**config.mk**
```make
export PLATFORM = sky130hd
export DESIGN_NAME = mem_fence_unit
export DESIGN_NICKNAME = d
export VERILOG_FILES = /design/src/rtl/mem_fence_unit.sv
export SDC_FILE = /design/constraint.sdc
export NUM_CORES = 1
export LEC_CHECK = 0
export BUFFER_PORTS_ARGS = -buffer_cell sky130_fd_sc_hd__buf_2
export CORE_AREA = 2 2 39 41
export DETAILED_ROUTE_END_ITERATION = 7
export DIE_AREA = 0 0 41 43
export HOLD_SLACK_MARGIN = 0.02
export PLACE_DENSITY = 0.66
export SYNTH_ARGS = -nofsm -noshare
export SYNTH_HDL_FRONTEND = slang
export SYNTH_SLANG_ARGS = --single-unit
```
**constraint.sdc**
```tcl
create_clock -name clk -period 1.95 [get_ports clk]
set_input_delay 0.195 -clock clk [delete_from_list [all_inputs] [get_ports clk]]
set_output_delay 0.195 -clock clk [all_outputs]
set_load 0.02 [all_outputs]
```
**src/rtl/mem_fence_unit.sv**
```systemverilog
module mem_fence_unit #(
  parameter int CNT_W = 4
) (
  input  logic       clk,
  input  logic       rst_n,
  input  logic       rc_mode,
  input  logic       op_valid,
  input  logic [1:0] op_kind,
  output logic       op_ready,
  output logic       stall,
  input  logic       data_done,
  input  logic       sync_done,
  output logic       cmp_err
);
  localparam logic [CNT_W-1:0] CNT_MAX = {CNT_W{1'b1}};
  localparam logic [1:0] K_DATA = 2'b00;
  localparam logic [1:0] K_ACQ  = 2'b01;
  localparam logic [1:0] K_REL  = 2'b10;

  logic [CNT_W-1:0] cnt;
  logic             sync_busy;
  logic [1:0]       sync_kind;

  wire is_data = (op_kind == K_DATA);
  wire empty   = (cnt == '0);
  wire full    = (cnt == CNT_MAX);
  wire data_ok = !full && (!sync_busy || (rc_mode && sync_kind == K_REL));
  wire sync_ok = !sync_busy && (empty || (rc_mode && op_kind == K_ACQ));
  wire fire    = op_valid && op_ready;
  wire inc     = fire && is_data;
  wire dec     = data_done && !empty;

  assign op_ready = is_data ? data_ok : sync_ok;
  assign stall    = op_valid && !op_ready;

  always_ff @(posedge clk) begin
    if (!rst_n) begin
      cnt       <= '0;
      sync_busy <= 1'b0;
      sync_kind <= K_DATA;
      cmp_err   <= 1'b0;
    end else begin
      cnt     <= cnt + CNT_W'(inc) - CNT_W'(dec);
      cmp_err <= data_done && empty;
      if (fire && !is_data) begin
        sync_busy <= 1'b1;
        sync_kind <= op_kind;
      end else if (sync_done) begin
        sync_busy <= 1'b0;
      end
    end
  end

  assert_count_up_R1: assert property (@(posedge clk) disable iff (!rst_n)
    (op_valid && op_ready && is_data && !data_done) |=> (cnt == $past(cnt) + 1'b1));

  assert_no_overflow_R2: assert property (@(posedge clk) disable iff (!rst_n)
    (cnt == CNT_MAX && !data_done) |=> (cnt == CNT_MAX));

  assert_no_underflow_R3: assert property (@(posedge clk) disable iff (!rst_n)
    (data_done && cnt == '0 && !(op_valid && op_ready && is_data)) |=> (cnt == '0 && cmp_err));

  assert_weak_drain_R4: assert property (@(posedge clk) disable iff (!rst_n)
    (op_valid && op_ready && !is_data && !rc_mode) |-> (cnt == '0));

  assert_sync_order_R6: assert property (@(posedge clk) disable iff (!rst_n)
    (op_valid && op_ready && !is_data) |-> !sync_busy);

  assert_acq_blocks_R9: assert property (@(posedge clk) disable iff (!rst_n)
    (rc_mode && sync_busy && sync_kind == K_ACQ) |-> !(op_valid && op_ready));

  assert_stall_hs_R12: assert property (@(posedge clk) disable iff (!rst_n)
    stall |-> (op_valid && !(op_valid && op_ready)));
endmodule

```
Word-level counts from Yosys, hierarchy flattened
Index checks and enable logic that the tools add are counted.
{"block": "totals", "regBits": 8, "input_bits": 8}
{"block": "classes", "add_sub_neg": 2, "eq_ne": 3, "muxes": 3, "reduce_logical": 20}
{"cell": "$logic_and A1 B1 Y1", "count": 10}
{"cell": "$logic_not A1 Y1", "count": 5}
{"cell": "$add A4 B1 Y4", "count": 1}
{"cell": "$eq A4 B4 Y1 const B", "count": 1}
{"cell": "$logic_not A4 Y1", "count": 1}
{"cell": "$sub A4 B1 Y4", "count": 1}
{"cell": "$mux W1", "count": 3}
{"cell": "$eq A2 B1 Y1 const B", "count": 1}
{"cell": "$eq A2 B2 Y1 const B", "count": 1}
{"cell": "$logic_not A2 Y1", "count": 1}
{"cell": "$logic_or A1 B1 Y1", "count": 2}
{"cell": "$reduce_bool A2 Y1", "count": 1}

Depth between registers and ports, before layout
{"block": "logic_depth", "word_depth": 9, "ltp_mapped": 11, "ltp_nobuf": 11}

Worst setup path before layout
Ideal clock, no wire load.
{"block": "synth_timing", "kind": "register to register", "startpoint": "register cnt[2]", "endpoint": "register cnt[2]", "setup_time_ns": 0.117, "t_arrival_ns": 1.840, "path_slack_ns": -0.007, "stages_incl_launch_ff": 11, "path_buffers": 0, "synth_period_minus_slack_ns": 1.957, "path_cell_list": "dfxtp_1 > ha_1 > a32oi_1 > nand3_1 > ha_1 > inv_1 > ha_1 > inv_1 > fa_1 > xor2_1 > nor2_1"}
{"block": "synth_between", "elab_chain_len": 8}
{"item": "start: declaration", "line_no": "20", "source": "logic [CNT_W-1:0] cnt;"}
{"item": "start signal: assignment", "line_no": "43", "source": "cnt <= cnt + CNT_W'(inc) - CNT_W'(dec);"}
{"item": "$eq A4 B4 Y1 / $logic_not A4 Y1 (equally long branches)", "line_no": "26, 25"}
{"item": "$logic_not A1 Y1 / $logic_or A1 B1 Y1 (equally long branches)", "line_no": "27, 28"}
{"item": "$logic_and A1 B1 Y1, on equally long branches", "line_no": "27, 28"}
{"item": "$mux W1", "line_no": "33", "source": "assign op_ready = is_data ? data_ok : sync_ok;"}
{"item": "$logic_and A1 B1 Y1", "line_no": "29", "source": "wire fire = op_valid && op_ready;"}
{"item": "$logic_and A1 B1 Y1", "line_no": "30", "source": "wire inc = fire && is_data;"}
{"item": "$add A4 B1 Y4", "line_no": "43"}
{"item": "$sub A4 B1 Y4 *", "line_no": "43"}
Every way passes the cells marked *; elsewhere a longest branch is shown, timed or not.
A chain may end at the register's enable or synchronous reset.

Worst setup path after layout
{"block": "layout_timing", "startpoint": "register cnt[2]", "endpoint": "register cnt[1]"}
The elaborated chain is that of the path after synthesis.

==> reports/qor.yml <==
cts_root_buf: "clkbuf_4"
p_leak_nw: 0.355
num-fill-cells: 136
grt_max_degree: 7
skew_ns: 0.00219
drt_wl_total_um: 1280
synth_common_cells: "dfxtp_1, inv_1, ha_1"
drc_errors: 0
critPathLaunch: "cnt[2]$_SDFF_PN0_"
critPathSlowestCell: "fa_2"
min_to: "cmp_err$_SDFF_PN0_"
met1_usage_pct: 17.4
hold_path_depth: 2
final_hold_viol_count: 0
die_area_mm2: 0.00176
gp_congestion: 0.764
die_w_um: 41
setup_viol: 2
grt_pass1_wl_um: 1810
pre_cts_ws_ns: -0.146
pin_count: 11
first_pass_iters: 4
num_rows: 14
ys_top_cells_by_area: "dfxtp_1, ha_1, inv_1, fa_1, a21oi_1"
violations: "negative setup slack"
die_h_um: 43
ys_warn_count: 0
core-area_mm2: 0.00138
grt_usage_pct: 15.6
antenna_found_initial: 0
fmax_mhz: 504
path_max_fanout: 2
diodes: 0
worst_slack_ns: -0.0352
synth-edff-count: 0
worstSetupPathType: "flip-flop to flip-flop"
wl_per_cell_um: 13.2
reg2reg_slack_ns: -0.04
use_met2_pct: 25.0
area_growth_pct: 58.0
synthesis.area_um2: 509
worst_pin_slew_ns: 0.398
hpwl_um: 841
rsz0062_at_grt: "yes"
cp_top_family: "adder cells"
gr-total-overflow: 0
synth_cell_type_count: 29
netlist.area_leader.share_pct: 31.4
grt_use_met3_pct: 3.14
cts_made_buffers: 3
vias: 495
fin_setup_tns_ns: -0.0432
ys_seq_area_share_pct: 31.4
p_per_area_mw_per_mm2: 1460
grt-busiest-layer: "met2"
htree_levels: 1
cap_violations: 0
clk_pin_slew_worst_paths_ns: 0.06
critPathLaunchType: "flip-flop"
reg2reg_to: "cnt[1]$_SDFF_PN0_"
drive_gt1_share_pct: 60.5
synth_top_flop_cell: "dfxtp_1"
final_nets: 98
io_buffers: 10
path_buf_inv: 3
drt_iter0_drc: 5
hp-class: "primary input to flip-flop"
cp-end-kind: "flip-flop"
ant_nets: 0
yosysMostFrequentCell: "dfxtp_1"
syn-instance-count: 55
cpPeakStageDelay_ns: 0.51
r2r_start: "cnt[2]$_SDFF_PN0_"
fin_crit_sh_pct: 102
clkLatencyLatePin_ns: 0.26
hp-start: "data_done"
path_cells: "inv_2 -> ha_4 -> nor3b_4 -> nor2b_2 -> ha_4 -> inv_2 -> ha_4 -> inv_2 -> fa_2 -> nor2_1"
regArea_um2: 163
worst-endpoint-arrival_ns: 2.14
postCtsHoldBufs: 0
yosysTopAreaCell: "dfxtp_1"
ys_ff_latch: 8
initial_core_util_pct: 36.8
async_flop_share_pct: 0
worst_ep_required_time_ns: 2.10
maxSlewViolCount: 0
instances_no_fill: 97
status: "finished, violations left"
vdd_ir_drop_max_uv: 755
cts_sinks: 8
cts_tree: "built"
r2r_cells: 10
syn_nets: 70
grt_pass1_vias: 460
min_period_ns: 1.99
multi_input_area_um2: 419
synth.avg_cell_area_um2: 9.26
dp.cells: 90
cts_buffer_depth: 2
vias_per_cell: 5.10
slew_headroom_pct: 73.1
cell usage in the layout (no fill, tap or decap), types with 2 or more instances in the layout:
master    Yosys  layout
dfxtp_2       0       2
buf_4         0      13
buf_2         0       9
a21oi_1       3       2
ha_4          0       4
inv_2         0       5
nand2_1       3       3
inv_1         7       2
o21ai_0       2       2
dfxtp_1       8       6
nor2_1        3       3
clkbuf_4      0       3
through the flow:
stage	hold WS (ns)	cell area [um^2]	utilization (%)	total power, mW
floorplan	0.317	509	-	0.598
global placement	0.447	647	46.7	0.767
detailed placement	0.447	647	46.7	0.785
CTS	0.176	723	52.3	1.03
global route	0.192	805	58.1	1.28
finish	0.182	805	58.1	1.17
layout make-up:
| class | count | share of cell area [%] |
|---|---|---|
| Multi-Input combinational cell | 40 | 52.1 |
| Sequential cell | 8 | 20.2 |
| Timing Repair Buffer | 23 | 19.1 |
| Inverter | 7 | 3.27 |
| Clock buffer | 3 | 2.80 |
| Tap cell | 16 | 2.49 |
power by group:
group	leakage, nW	internal (mW)	switching [mW]
combinational	0.274	0.433	0.324
sequential	0.0665	0.222	0.0602
clock	0.0138	0.0708	0.0617
total	0.355	0.725	0.446
sequential cells by signal, summed over array words and instances (netlist names):
name       count
cmp_err        1
cnt            4
sync_busy      1
sync_kind      2
repair_timing:
action,CTS,global route
setup buffers,2,2
pin swaps,5,7
endpoints found under the setup margin,5,5
gates resized for setup,11,15
worst max path at each step:
stage | slack (ns) | endpoint | depth (start not counted)
CTS | -0.10 | cnt[1]$_SDFF_PN0_ | 9
global placement | -0.13 | cnt[2]$_SDFF_PN0_ | 11
floorplan | -0.007 | cnt[2]$_SDFF_PN0_ | 10
global route | -0.10 | cnt[1]$_SDFF_PN0_ | 10
finish | -0.04 | cnt[1]$_SDFF_PN0_ | 10
detailed placement | -0.15 | cnt[2]$_SDFF_PN0_ | 11
per-layer routing:
layer  vias up  part of all wire (%)
li1        244                     -
met1       235                    40
met2        14                    54
met3         2                   4.2
met4         0                  0.71
met5         -                     0
cell families after synthesis:
family	count (synthesis)	share of synthesized area, %
and+or+nand+nor	19	24.8
AOI/OAI and AO/OA	11	14.0
DFF	8	31.4
buffers and inverters	7	5.16
adders and majority gates	7	18.7
muxes	2	4.18
xor gates and xnor gates	1	1.72
Power figures use the tool's default switching activity.
